[config.mk]
export PLATFORM = sky130hd
export DESIGN_NAME = sdcfg_top
export DESIGN_NICKNAME = d
export VERILOG_FILES = /design/src/rtl/sdcfg_pkg.sv /design/src/rtl/sdcfg_gctl.sv /design/src/rtl/sdcfg_bank.sv /design/src/rtl/sdcfg_ecc.sv /design/src/rtl/sdcfg_top.sv
export SDC_FILE = /design/constraint.sdc
export NUM_CORES = 1
export LEC_CHECK = 0
export ABC_AREA = 1
export CAP_MARGIN = 10
export CORE_MARGIN = 10
export CORE_UTILIZATION = 48
export DETAILED_ROUTE_END_ITERATION = 16
export PLACE_DENSITY = 0.77
export SLEW_MARGIN = 30
export SYNTH_ARGS = -nofsm -noshare
export SYNTH_HDL_FRONTEND = slang
export SYNTH_SLANG_ARGS = --single-unit
export TNS_END_PERCENT = 5
[constraint.sdc]
create_clock -name clk -period 3.1 [get_ports clk]
set_input_delay 0.465 -clock clk [delete_from_list [all_inputs] [get_ports clk]]
set_output_delay 0.465 -clock clk [all_outputs]
set_load 0.02 [all_outputs]
[src/rtl/sdcfg_pkg.sv]
package sdcfg_pkg;
  typedef logic [31:0] word_t;

  localparam word_t OFF_BERR_A = 32'h00;
  localparam word_t OFF_BERR_B = 32'h08;
  localparam word_t OFF_EADDR  = 32'h10;
  localparam word_t OFF_GCFG   = 32'h20;
  localparam word_t OFF_GSTAT  = 32'h24;
  localparam word_t OFF_RFSH   = 32'h30;
  localparam word_t OFF_PWR    = 32'h34;
  localparam word_t OFF_BANK0  = 32'h40;
  localparam word_t OFF_TMG    = 32'h80;
  localparam word_t OFF_ECFG   = 32'h94;
  localparam word_t OFF_EERR   = 32'h98;

  localparam word_t MSK_GCFG   = 32'hFFE00000;
  localparam word_t MSK_RFSH   = 32'h3FF80000;
  localparam word_t MSK_PWR    = 32'hF8000000;
  localparam word_t SET_PWR    = 32'h07C00000;
  localparam word_t MSK_BANK   = 32'hFFDEE001;
  localparam word_t MSK_TMG    = 32'h018FC01F;
  localparam word_t MSK_ECFG   = 32'h00F00000;
  localparam word_t MSK_EERR   = 32'hFFF0F000;

  localparam word_t RST_GCFG   = 32'h00800000;
  localparam word_t RST_RFSH   = 32'h05F00000;
  localparam word_t RST_PWR    = 32'h07C00000;
  localparam word_t RST_TMG    = 32'h00854009;
  localparam word_t ALL_ONES   = 32'hFFFFFFFF;
endpackage

[src/rtl/sdcfg_gctl.sv]
module sdcfg_gctl
  import sdcfg_pkg::*;
(
  input  logic  clk,
  input  logic  rst,
  input  logic  wr_cfg,
  input  logic  wr_stat,
  input  word_t wdata,
  output word_t cfg_q,
  output word_t stat_q
);
  word_t nv;
  assign nv = wdata & MSK_GCFG;

  always_ff @(posedge clk) begin
    if (rst) begin
      cfg_q  <= RST_GCFG;
      stat_q <= '0;
    end else if (wr_cfg) begin
      cfg_q <= nv;
      if (!cfg_q[31] && nv[31])      stat_q[31] <= 1'b0;
      else if (cfg_q[31] && !nv[31]) stat_q[31] <= 1'b1;
      if (!cfg_q[30] && nv[30])      stat_q[30] <= 1'b1;
      else if (cfg_q[30] && !nv[30]) stat_q[30] <= 1'b0;
    end
  end


  en_rise_clears_chk: assert property (@(posedge clk) disable iff (rst)
    (wr_cfg && !cfg_q[31] && wdata[31]) |=> (!stat_q[31] && cfg_q[31]));

  en_fall_sets_chk: assert property (@(posedge clk) disable iff (rst)
    (wr_cfg && cfg_q[31] && !wdata[31]) |=> stat_q[31]);

  b30_rise_sets_chk: assert property (@(posedge clk) disable iff (rst)
    (wr_cfg && !cfg_q[30] && wdata[30]) |=> stat_q[30]);

  stat_ro_chk: assert property (@(posedge clk) disable iff (rst)
    wr_stat |=> $stable(stat_q));
endmodule

[src/rtl/sdcfg_bank.sv]
module sdcfg_bank
  import sdcfg_pkg::*;
#(
  parameter int NBANK = 4
) (
  input  logic              clk,
  input  logic              rst,
  input  logic              wr_data,
  input  word_t             ptr,
  input  word_t             wdata,
  output logic [NBANK*32-1:0] bank_flat,
  output logic              rd_hit,
  output word_t             rd_val
);
  word_t bank_q [NBANK];

  for (genvar i = 0; i < NBANK; i++) begin : g_bank
    localparam word_t OFF_I = OFF_BANK0 + 32'(4 * i);
    always_ff @(posedge clk) begin
      if (rst)                          bank_q[i] <= '0;
      else if (wr_data && ptr == OFF_I) bank_q[i] <= wdata & MSK_BANK;
    end
    assign bank_flat[32*i +: 32] = bank_q[i];


    bank_rsvd_chk: assert property (@(posedge clk) disable iff (rst)
      (bank_q[i] & ~MSK_BANK) == '0);
  end

  always_comb begin
    rd_hit = 1'b0;
    rd_val = ALL_ONES;
    for (int k = 0; k < NBANK; k++) begin
      if (ptr == OFF_BANK0 + 32'(4 * k)) begin
        rd_hit = 1'b1;
        rd_val = bank_q[k];
      end
    end
  end
endmodule

[src/rtl/sdcfg_ecc.sv]
module sdcfg_ecc
  import sdcfg_pkg::*;
(
  input  logic  clk,
  input  logic  rst,
  input  logic  wr_cfg,
  input  logic  wr_err,
  input  word_t wdata,
  output word_t ecfg_q,
  output word_t eerr_q,
  output logic  irq_q
);
  word_t nerr;
  assign nerr = wdata & MSK_EERR;

  always_ff @(posedge clk) begin
    if (rst) begin
      ecfg_q <= '0;
      eerr_q <= '0;
      irq_q  <= 1'b0;
    end else begin
      if (wr_cfg) ecfg_q <= wdata & MSK_ECFG;
      if (wr_err) begin
        eerr_q <= nerr;
        if (eerr_q == '0 && nerr != '0)      irq_q <= 1'b1;
        else if (eerr_q != '0 && nerr == '0) irq_q <= 1'b0;
      end
    end
  end


  irq_rise_chk: assert property (@(posedge clk) disable iff (rst)
    $rose(irq_q) |-> $past(wr_err));

  irq_level_chk: assert property (@(posedge clk) disable iff (rst)
    (wr_err && (wdata & MSK_EERR) == '0) |=> !irq_q);
endmodule

[src/rtl/sdcfg_top.sv]
module sdcfg_top
  import sdcfg_pkg::*;
#(
  parameter int NBANK = 4
) (
  input  logic                clk,
  input  logic                rst,
  input  logic                host_sel,
  input  logic                host_we,
  input  logic                host_port,
  input  logic [31:0]         host_wdata,
  output logic [31:0]         host_rdata,
  output logic                mem_en_o,
  output logic [NBANK*32-1:0] bank_ctl_o,
  output logic [31:0]         tmg_o,
  output logic                irq_o
);
  word_t ptr_q, berr_a_q, berr_b_q, eaddr_q, rfsh_q, pwr_q, tmg_q;
  word_t cfg_q, stat_q, ecfg_q, eerr_q, bank_rd;
  logic  bank_hit;
  logic  wr_ptr, wr_data;

  assign wr_ptr  = host_sel && host_we && !host_port;
  assign wr_data = host_sel && host_we &&  host_port;

  always_ff @(posedge clk) begin
    if (rst) begin
      ptr_q    <= '0;
      berr_a_q <= '0;
      berr_b_q <= '0;
      eaddr_q  <= '0;
      rfsh_q   <= RST_RFSH;
      pwr_q    <= RST_PWR;
      tmg_q    <= RST_TMG;
    end else begin
      if (wr_ptr) ptr_q <= host_wdata;
      if (wr_data) begin
        unique case (ptr_q)
          OFF_BERR_A: berr_a_q <= berr_a_q & ~host_wdata;
          OFF_BERR_B: berr_b_q <= berr_b_q & ~host_wdata;
          OFF_EADDR:  eaddr_q  <= host_wdata;
          OFF_RFSH:   rfsh_q   <= host_wdata & MSK_RFSH;
          OFF_PWR:    pwr_q    <= (host_wdata & MSK_PWR) | SET_PWR;
          OFF_TMG:    tmg_q    <= host_wdata & MSK_TMG;
          default: ;
        endcase
      end
    end
  end

  sdcfg_gctl u_gctl (
    .clk    (clk),
    .rst    (rst),
    .wr_cfg (wr_data && ptr_q == OFF_GCFG),
    .wr_stat(wr_data && ptr_q == OFF_GSTAT),
    .wdata  (host_wdata),
    .cfg_q  (cfg_q),
    .stat_q (stat_q)
  );

  sdcfg_bank #(.NBANK(NBANK)) u_bank (
    .clk      (clk),
    .rst      (rst),
    .wr_data  (wr_data),
    .ptr      (ptr_q),
    .wdata    (host_wdata),
    .bank_flat(bank_ctl_o),
    .rd_hit   (bank_hit),
    .rd_val   (bank_rd)
  );

  sdcfg_ecc u_ecc (
    .clk   (clk),
    .rst   (rst),
    .wr_cfg(wr_data && ptr_q == OFF_ECFG),
    .wr_err(wr_data && ptr_q == OFF_EERR),
    .wdata (host_wdata),
    .ecfg_q(ecfg_q),
    .eerr_q(eerr_q),
    .irq_q (irq_o)
  );

  word_t win;
  always_comb begin
    unique case (ptr_q)
      OFF_BERR_A: win = berr_a_q;
      OFF_BERR_B: win = berr_b_q;
      OFF_EADDR:  win = eaddr_q;
      OFF_GCFG:   win = cfg_q;
      OFF_GSTAT:  win = stat_q;
      OFF_RFSH:   win = rfsh_q;
      OFF_PWR:    win = pwr_q;
      OFF_ECFG:   win = ecfg_q;
      OFF_EERR:   win = eerr_q;
      default:    win = bank_hit ? bank_rd : ALL_ONES;
    endcase
  end

  assign host_rdata = host_port ? win : ptr_q;
  assign mem_en_o   = cfg_q[31];
  assign tmg_o      = tmg_q;


  berr_w1c_chk: assert property (@(posedge clk) disable iff (rst)
    (wr_data && ptr_q == OFF_BERR_A) |=> ((berr_a_q & $past(host_wdata)) == '0));

  ptr_store_chk: assert property (@(posedge clk) disable iff (rst)
    wr_ptr |=> (ptr_q == $past(host_wdata)));

  pwr_forced_chk: assert property (@(posedge clk) disable iff (rst)
    (pwr_q & SET_PWR) == SET_PWR);

  unlisted_wr_chk: assert property (@(posedge clk) disable iff (rst)
    (wr_data && ptr_q == 32'h14) |=> $stable(eaddr_q));
endmodule

==> results.yml <==
sta:
  period_share: 1.005
  slew_violations: 0
  hold_viol: 0
  worst_slew_pin_slew_ns: 0.7642
  worst_slack_ns: -0.01578
  relSlewSlack: 0.4887
  fmax_mhz: 320.9
  rsz0062_at_grt: "yes"
  clock_skew_ns: 0.02063
  setup_viol: 2
  period_minus_slack_ns: 3.116
finish:
  drive_above_1_share: 0.1517
  area_growth_pct: 25.55
  fillers: 2270
  final_net_count: 1904
  antennaDiodeCount: 0
status:
  status: "finished with violations"
  violations: "setup timing"
clocking:
  cts_tree: "yes"
  cts.reportedPaths.clkPinSlew_ns: 0.06
  htreeDepth: 1
  cts.sinks: 263
  clockBufferDepth: 3
  cts_made_buffers: 29
  clock_latency_ns: 0.56
  cts-root-buf: "clkbuf_16"
worst_setup_path:
  crit_path_start_kind: "register"
  cp.arrival_ns: 2.65
  crit-reg2reg-launch: "ptr_q[23]$_SDFFE_PP0P_"
  startpoint: "ptr_q[15]$_SDFFE_PP0P_"
  cp_max_fo: 8
  cp-end-kind: "output pin"
  crit_required_ns: 2.63
  path_class: "register to output pin"
power_and_ir_drop:
  power_density_nw_per_um2: 514.4
  finalPower_mw: 8.263
  max-vdd-ir-drop_v: 0.0003927
  p_leak_nw: 7.403
detailed_routing:
  ant_nets: 0
  drc_errors: 0
  dr.pass1.iters: 5
  wire_per_inst_um: 19.30
  vias: 12190
  drtIter0Drc: 1732
  viasPerCell: 5.492
  routed_wl_mm: 42.84
job:
  drv_cap: 0
synthesis:
  synth.most_common_cell: "nand2_1"
  synthCells: 1684
  synth_area_um2: 12790
  ys_seq_area_frac: 0.4678
  synth-edff-count: 72
  synthArstFlopShare: 0
  synth_cell_types: 36
  synth-seq-cells: 263
  synth.avg_cell_area_um2: 7.598
  synth.top_cell.area_share: 0.2988
  synth_warnings: 0
  yosysTopAreaCell: "dfxtp_1"
  synth.area.top_cells: "dfxtp_1, edfxtp_1, nand2_1"
  synthTopCellsByCount: "nand2_1, nor2_1, dfxtp_1"
  synth_flop_cell: "dfxtp_1"
floorplanning:
  die_area_um2: 33590
  start_util: 0.4896
  core_um2: 26130
  ioPinCount: 231
  fp-row-count: 59
  die_y_um: 183.3
  die-width_um: 183.3
global_routing:
  grt_max_degree: 91
  grt_pass1_vias: 11630
  grt.total_usage: 0.2401
  antenna_found_initial: 0
  grt_pass1_wl_mm: 65.07
  grt-ovfl-total: 0
placement:
  dp.final_hpwl_mm: 30.21
  place.gp.congestion: 0.9584
  numPortBuffers: 155
  pre_cts_slack_ns: 0.06817
worst_hold_path:
  holdCritPathClass: "register to register"
  hp-start: "berr_b_q[27]$_SDFFE_PP0P_"
[cell type report]
type | count | area [um2] | share of cell area
flip-flops and latches | 263 | 6008 | 0.3740
inverters | 179 | 681.9 | 0.04245
multi-input cells | 1146 | 5560 | 0.3461
clock buffers | 36 | 834.6 | 0.05195
repair buffers | 245 | 2415 | 0.1503
well taps | 335 | 419.2 | 0.02609
clock inverters | 16 | 145.1 | 0.009035
[layout by cell type, fill, tap and decap left out, drive strengths merged, types with 3 or more instances in the layout]
master	instances
nand2	336
nor2	222
dfxtp	191
inv	170
nand3	149
a21oi	129
o21ai	124
clkdlybuf4s50	123
buf	119
conb	75
edfxtp	72
o211ai	45
clkbuf	39
nand4	23
clkinv	23
nand3b	20
nor4	8
o311ai	7
ha	3
[registers in the layout, summed over array words and instances (netlist names)]
name,flops
u_bank.bank_q,72
berr_a_q,32
berr_b_q,32
eaddr_q,32
ptr_q,32
u_ecc.eerr_q,16
tmg_o,13
rfsh_q,11
u_gctl.cfg_q,11
pwr_q,5
u_ecc.ecfg_q,4
u_gctl.stat_q,2
u_ecc.irq_q,1
[worst paths after layout]
check	cells after the start	slack [ns]	endpoint
setup / recovery	15	-0.02	host_rdata[28]
hold / removal	2	0.45	berr_b_q[27]$_SDFFE_PP0P_
setup reg to reg	10	0.61	tmg_o[3]$_SDFFE_PP1P_
hold reg to reg	2	0.45	berr_b_q[27]$_SDFFE_PP0P_
[through the flow]
step	setup TNS [ns]	instance area [um2]	hold WS (ns)	util	std cells
final	-0.03001	16060	0.4533	0.6147	2220
after global routing	-1.579	16060	0.4718	0.6147	2220
after CTS	-0.2745	15690	0.4546	0.6004	2206
after detailed placement	0	14730	0.4444	0.5637	2153
after global placement	0	14730	0.4400	0.5637	2153
after floorplan	0	13070	0.4300	-	1758
[critical path: stages (launching register included)]
cell and delay (ns):
dfxtp_4 0.36, nor2_4 0.11, nand2_2 0.07, nor2_4 0.20, inv_4 0.10, nor2_4 0.22, buf_6 0.13, nand2_1 0.07
nand2_1 0.08, nor2_1 0.04, buf_4 0.16, nor2_1 0.10, nand2_1 0.10, nand3_1 0.09, nand2_1 0.09, buf_4 0.17
[per-layer routing]
metal,vias up,wire length (um),global-route usage
met1,5706,17680,0.3155
met3,81,4404,0.04723
met4,0,1115,0.07607
li1,5737,-,-
met2,668,19630,0.3900
met5,-,0,0
[report_power, final]
part           internal (mW)  switching [mW]  total, mW
logic                  0.376           0.722       1.10
clock network           2.08            1.46       3.53
registers               3.58          0.0522       3.63
[repair_timing]
| action | CTS | global route |
|---|---|---|
| endpoints found under the setup margin | 32 | 32 |
| pin swaps | 3 | 26 |
| gates cloned | 1 | 5 |
| hold buffers | 0 | 0 |
| resized for setup | 142 | 106 |
| buffers inserted | 0 | 9 |
[logic make-up after synthesis]
group | synth area share
buf+inv | 0.1346
fa+ha+maj | 0.002934
other cells | 0.0002931
simple gates | 0.2626
flops | 0.4678
compound gates | 0.1318
Note: power is estimated with default switching activity, not from simulation.
